`config.mk`:
```
export PLATFORM = sky130hd
export DESIGN_NAME = wdog_pulse_timer
export DESIGN_NICKNAME = d
export VERILOG_FILES = /design/src/rtl/wdp_pkg.sv /design/src/rtl/wdp_cfg_regs.sv /design/src/rtl/wdp_counter.sv /design/src/rtl/wdp_status.sv /design/src/rtl/wdog_pulse_timer.sv
export SDC_FILE = /design/constraint.sdc
export NUM_CORES = 1
export LEC_CHECK = 0
export BUFFER_PORTS_ARGS = -buffer_cell sky130_fd_sc_hd__buf_2
export CAP_MARGIN = 30
export CORE_MARGIN = 2
export CORE_UTILIZATION = 45
export DETAILED_ROUTE_END_ITERATION = 16
export PLACE_DENSITY = 0.67
export SETUP_SLACK_MARGIN = 0.02
export SLEW_MARGIN = 20
export SYNTH_ARGS = -nofsm -noshare
export SYNTH_HDL_FRONTEND = slang
export SYNTH_HIERARCHICAL = 1
export SYNTH_SLANG_ARGS = --single-unit
```
`constraint.sdc`:
```
create_clock -name clk -period 3.8 [get_ports clk]
set_clock_uncertainty 0.15 [all_clocks]
set_input_delay 0.38 -clock clk [delete_from_list [all_inputs] [get_ports clk]]
set_output_delay 0.38 -clock clk [all_outputs]
set_load 0.1 [all_outputs]
```
`src/rtl/wdp_pkg.sv`:
```
package wdp_pkg;
  localparam int MODE_W = 4;
  localparam logic [MODE_W-1:0] MODE_PULSE = 4'b1001;

  typedef struct packed {
    logic [MODE_W-1:0] mode;
    logic              enable;
    logic              reload;
    logic              invert;
    logic              cmp_ie;
    logic              ovf_ie;
  } wdp_cfg_t;
endpackage

```
`src/rtl/wdp_cfg_regs.sv`:
```
module wdp_cfg_regs
  import wdp_pkg::*;
#(
  parameter int CNT_W = 24
) (
  input  logic             clk,
  input  logic             rst,
  input  logic             cfg_we,
  input  wdp_cfg_t         cfg_in,
  input  logic             load_we,
  input  logic [CNT_W-1:0] load_data,
  input  logic             cmp_we,
  input  logic [CNT_W-1:0] cmp_data,
  output wdp_cfg_t         cfg_q,
  output logic [CNT_W-1:0] load_q,
  output logic [CNT_W-1:0] cmp_q,
  output logic             active
);
  always_ff @(posedge clk) begin
    if (rst) begin
      cfg_q  <= '0;
      load_q <= '0;
      cmp_q  <= '0;
    end else begin
      if (cfg_we)  cfg_q  <= cfg_in;
      if (load_we) load_q <= load_data;
      if (cmp_we)  cmp_q  <= cmp_data;
    end
  end

  // channel runs only in pulse mode with enable set
  assign active = cfg_q.enable && (cfg_q.mode == MODE_PULSE);
endmodule

```
`src/rtl/wdp_counter.sv`:
```
module wdp_counter #(
  parameter int CNT_W = 24
) (
  input  logic             clk,
  input  logic             rst,
  input  logic             tick,
  input  logic             active,
  input  logic             reload,
  input  logic [CNT_W-1:0] load_q,
  input  logic [CNT_W-1:0] cmp_q,
  output logic [CNT_W-1:0] count,
  output logic             cmp_ev,
  output logic             ovf_ev
);
  localparam logic [CNT_W-1:0] CNT_MAX = {CNT_W{1'b1}};

  logic             armed_q;
  logic [CNT_W-1:0] cnt_nxt;
  logic             armed_nxt;
  logic             at_match;

  assign at_match = (count == cmp_q);

  always_comb begin
    cnt_nxt   = count;
    armed_nxt = armed_q;
    ovf_ev    = 1'b0;
    cmp_ev    = 1'b0;
    if (!active) begin
      cnt_nxt   = '0;
      armed_nxt = 1'b0;
    end else if (tick) begin
      if (!armed_q) begin
        cnt_nxt   = load_q;
        armed_nxt = 1'b1;
      end else if (reload && at_match) begin
        cnt_nxt = load_q;
      end else begin
        cnt_nxt = count + 1'b1;
        ovf_ev  = (count == CNT_MAX);
      end
      cmp_ev = (cnt_nxt == cmp_q);
    end
  end

  always_ff @(posedge clk) begin
    if (rst) begin
      count   <= '0;
      armed_q <= 1'b0;
    end else begin
      count   <= cnt_nxt;
      armed_q <= armed_nxt;
    end
  end
endmodule

```
`src/rtl/wdp_status.sv`:
```
module wdp_status (
  input  logic clk,
  input  logic rst,
  input  logic tick,
  input  logic active,
  input  logic cmp_ev,
  input  logic ovf_ev,
  input  logic clr_cmp,
  input  logic clr_ovf,
  input  logic cmp_ie,
  input  logic ovf_ie,
  input  logic invert,
  output logic cmp_flag,
  output logic ovf_flag,
  output logic cmp_irq,
  output logic ovf_irq,
  output logic pulse_pin
);
  logic pulse_q;

  always_ff @(posedge clk) begin
    if (rst) begin
      cmp_flag <= 1'b0;
      ovf_flag <= 1'b0;
      pulse_q  <= 1'b0;
    end else begin
      // an event in the same cycle wins over a clear
      cmp_flag <= (cmp_flag && !clr_cmp) || cmp_ev;
      ovf_flag <= (ovf_flag && !clr_ovf) || ovf_ev;
      if (!active)   pulse_q <= 1'b0;
      else if (tick) pulse_q <= ovf_ev;
    end
  end

  assign cmp_irq   = cmp_flag && cmp_ie;
  assign ovf_irq   = ovf_flag && ovf_ie;
  assign pulse_pin = pulse_q ^ invert;
endmodule

```
`src/rtl/wdog_pulse_timer.sv`:
```
module wdog_pulse_timer
  import wdp_pkg::*;
#(
  parameter int CNT_W = 24
) (
  input  logic             clk,
  input  logic             rst,
  input  logic             tick,
  input  logic             cfg_we,
  input  logic [3:0]       cfg_mode,
  input  logic             cfg_enable,
  input  logic             cfg_reload,
  input  logic             cfg_invert,
  input  logic             cfg_cmp_ie,
  input  logic             cfg_ovf_ie,
  input  logic             load_we,
  input  logic [CNT_W-1:0] load_data,
  input  logic             cmp_we,
  input  logic [CNT_W-1:0] cmp_data,
  input  logic             clr_cmp,
  input  logic             clr_ovf,
  output logic [CNT_W-1:0] count,
  output logic             cmp_flag,
  output logic             ovf_flag,
  output logic             cmp_irq,
  output logic             ovf_irq,
  output logic             pulse_pin
);
  wdp_cfg_t         cfg_in;
  wdp_cfg_t         cfg_q;
  logic [CNT_W-1:0] load_q;
  logic [CNT_W-1:0] cmp_q;
  logic             active;
  logic             cmp_ev;
  logic             ovf_ev;
  logic             inv_q;

  always_comb begin
    cfg_in.mode   = cfg_mode;
    cfg_in.enable = cfg_enable;
    cfg_in.reload = cfg_reload;
    cfg_in.invert = cfg_invert;
    cfg_in.cmp_ie = cfg_cmp_ie;
    cfg_in.ovf_ie = cfg_ovf_ie;
  end

  assign inv_q = cfg_q.invert;

  wdp_cfg_regs #(.CNT_W(CNT_W)) regs_i (
    .clk(clk), .rst(rst),
    .cfg_we(cfg_we), .cfg_in(cfg_in),
    .load_we(load_we), .load_data(load_data),
    .cmp_we(cmp_we), .cmp_data(cmp_data),
    .cfg_q(cfg_q), .load_q(load_q), .cmp_q(cmp_q), .active(active)
  );

  wdp_counter #(.CNT_W(CNT_W)) cnt_i (
    .clk(clk), .rst(rst), .tick(tick), .active(active),
    .reload(cfg_q.reload), .load_q(load_q), .cmp_q(cmp_q),
    .count(count), .cmp_ev(cmp_ev), .ovf_ev(ovf_ev)
  );

  wdp_status stat_i (
    .clk(clk), .rst(rst), .tick(tick), .active(active),
    .cmp_ev(cmp_ev), .ovf_ev(ovf_ev),
    .clr_cmp(clr_cmp), .clr_ovf(clr_ovf),
    .cmp_ie(cfg_q.cmp_ie), .ovf_ie(cfg_q.ovf_ie), .invert(inv_q),
    .cmp_flag(cmp_flag), .ovf_flag(ovf_flag),
    .cmp_irq(cmp_irq), .ovf_irq(ovf_irq), .pulse_pin(pulse_pin)
  );
endmodule

```
==> results.sh <==
export IMPL_io_pins=94
export IMPL_r2r_start="cnt_i/count[0]"
export IMPL_reg2reg_slack_ns=0.32
export IMPL_drtAntennaViolNets=0
export IMPL_start_util=0.458
export IMPL_clock_path_buffers=2
export IMPL_cts_resized=0
export IMPL_max_slew_margin=0.441
export IMPL_drc=0
export IMPL_grt_pass1_wl_um=24000
export IMPL_cp_start_kind="register"
export IMPL_whs_ns=0.0821
export IMPL_detail_route_wl_per_cell_um=18.9
export IMPL_ys_warn_count=6
export IMPL_grt_max_degree=61
export IMPL_io_buffer_count=93
export IMPL_overflow=0
export IMPL_crit_arrival_ns=3.63
export IMPL_crit_end="stat_i/cmp_flag"
export IMPL_path_class="reg -> reg"
export IMPL_tns_ns=0
export IMPL_via_per_inst=5.57
export IMPL_antenna_found_initial=0
export IMPL_synth_top_area_frac=0.346
export IMPL_die_area_um2=11800
export IMPL_synth_ff_type="dfxtp_1"
export IMPL_grtUsageTotal=0.272
export IMPL_fp_row_count=38
export IMPL_leakage_nw=2.35
export IMPL_insertedDiodeCount=0
export IMPL_fin_nets=721
export IMPL_core_area_um2=10700
export IMPL_max_freq_mhz=287
export IMPL_critPathLaunch="cnt_i/count[0]"
export IMPL_worst_slew_pin_slew_ns=0.838
export IMPL_numCtsBuffers=9
export IMPL_cts_tree="yes"
export IMPL_synth_most_common_cell="nor2_1"
export IMPL_fin_cells=800
export IMPL_cts_root_buf="clkbuf_8"
export IMPL_synth_distinct_cells=58
export IMPL_grt_pass1_vias=4377
export IMPL_ir_worst_vdd_v=0.000213
export IMPL_status="completed"
export IMPL_drv_slew=0
export IMPL_rsz0062_at_grt="no"
export IMPL_dp_cells=780
export IMPL_hp_class="in -> reg"
export IMPL_netlist_area_um2=4920
export IMPL_period_needed_ns=3.48
export IMPL_netlist_top_cells_count="87 x nor2_1, 85 x dfxtp_1, 65 x mux2i_1, 44 x nand2_1, 44 x xnor2_1"
export IMPL_p_per_area_nw_per_um2=350
export IMPL_fin_crit_sh=0.915
export IMPL_required_ns=3.95
export IMPL_cp_end_kind="register"
export IMPL_synth_edf_count=0
export IMPL_synth_net_count=639
export IMPL_die_x_um=109
export IMPL_worstRegToRegCells=11
export IMPL_routabilityCongestion=0.908
export IMPL_synth_largest_area_cell="dfxtp_1"
export IMPL_hpwl_um=11600
export IMPL_yosys_top_cells_area="dfxtp_1 35%, mux2i_1 13%, xnor2_1 7.8%"
export IMPL_clk_latency_ns=0.38
export IMPL_hold_viol=0
export IMPL_wirelength_um=15200
export IMPL_setup_violations=0
export IMPL_clkSinkCount=85
export IMPL_clkTransAtPathRegs_ns=0.09
export IMPL_h_tree_depth=3
export IMPL_avgSynthCellArea_um2=8.58
export IMPL_timing_rr_end="stat_i/cmp_flag"
export IMPL_firstDrtPassIters=5
export IMPL_synth_seq_area_share=0.346
export IMPL_area_growth_pct=15.8
export IMPL_drtIter0Drc=266
export IMPL_cp_max_fo=10
export IMPL_worstHoldStart="cfg_mode[1]"
export IMPL_die_h_um=109
export IMPL_async_reset_ff_frac=0
export IMPL_fillers=1083
export IMPL_drive_gt1_frac=0.208
export IMPL_power_mw=1.99
export IMPL_synth_seq_cells=85
export IMPL_syn_inst=573
export IMPL_vias=4455
export IMPL_cap_violations=0
==> per-layer routing <==
layer | global-route usage | vias to the layer above | part of all wire
met3 | 0.0500 | 31 | 0.058
met5 | 0 | - | 0
met2 | 0.443 | 134 | 0.46
li1 | - | 2176 | -
met4 | 0.119 | 0 | 0.030
met1 | 0.351 | 2114 | 0.45
==> area by class of cell <==
| type | count | area, µm² | area share |
|---|---|---|---|
| multi-input cells | 431 | 2910 | 0.512 |
| clock buffers | 11 | 131 | 0.0231 |
| flip-flops and latches | 85 | 1700 | 0.299 |
| inverters | 17 | 63.8 | 0.0112 |
| clock inverters | 5 | 108 | 0.0189 |
| well taps | 140 | 175 | 0.0308 |
| repair buffers | 111 | 601 | 0.105 |
==> worst min-delay path by stage <==
stage	depth (start not counted)	endpoint
global route	3	regs_i/load_q[21]
floorplan	1	stat_i/cmp_flag
CTS	3	regs_i/cfg_q[3]
global placement	2	regs_i/cfg_q[0]
finish	3	regs_i/cfg_q[6]
detailed placement	2	regs_i/cfg_q[0]
==> cells in the final DEF (no fill, tap or decap), types with 9 or more instances in the layout <==
| master | n |
|---|---|
| buf_2 | 93 |
| nor2_1 | 87 |
| dfxtp_1 | 85 |
| mux2i_1 | 65 |
| nand2_1 | 44 |
| xnor2_1 | 44 |
| o21ai_0 | 21 |
| a21oi_1 | 19 |
| buf_4 | 18 |
| inv_1 | 16 |
| xor2_1 | 14 |
| nand2b_1 | 12 |
| a211oi_1 | 11 |
| clkbuf_8 | 9 |
| nand3_1 | 9 |
| and3_1 | 9 |
| a22oi_1 | 9 |
==> power breakdown <==
group          internal, mW  switching, mW  leakage (nW)
sequential            0.926         0.0430         0.696
clock                 0.441          0.336         0.118
combinational         0.117          0.132          1.54
total                  1.48          0.510          2.35
==> state kept, by name, indices dropped and copies added, names as in the netlist <==
signal,flops
stat_i/cmp_flag,1
cnt_i/armed_q,1
regs_i/load_q,24
regs_i/cmp_q,24
regs_i/cfg_q,9
cnt_i/count,24
stat_i/pulse_q,1
stat_i/ovf_flag,1
==> stage by stage <==
stage | instance area (µm²) | utilization | setup slack, ns
floorplan | 4920 | - | 0.111
global placement | 5430 | 0.505 | 0.230
detailed placement | 5430 | 0.505 | 0.234
CTS | 5660 | 0.527 | 0.188
global route | 5690 | 0.530 | 0.0619
finish | 5690 | 0.530 | 0.321
==> repair_timing <==
| action | 4_1_cts | 5_1_grt |
|---|---|---|
| buffers inserted | 0 | 4 |
| setup endpoints to repair | 0 | 1 |
| hold buffers | 0 | 0 |
==> critical path: stages, from the launching register on <==
cell      delay [ns]
dfxtp_1         0.48
ha_1            0.32
nand3_1         0.20
or2_2           0.45
or3_1           0.39
a311oi_1        0.29
a22oi_1         0.14
a221oi_2        0.33
nand4_1         0.16
nor4_2          0.27
inv_1           0.07
a21oi_1         0.13
==> kinds of logic after synthesis <==
group | after synthesis | share of synthesized area
AO/OA/AOI/OAI | 93 | 0.128
XOR/XNOR | 60 | 0.112
adder cells (fa/ha/maj) | 1 | 0.00254
buffers and inverters | 57 | 0.0639
flip-flops | 85 | 0.346
multiplexers | 67 | 0.137
AND/OR/NAND/NOR | 210 | 0.210
(Power assumes the default switching activity.)
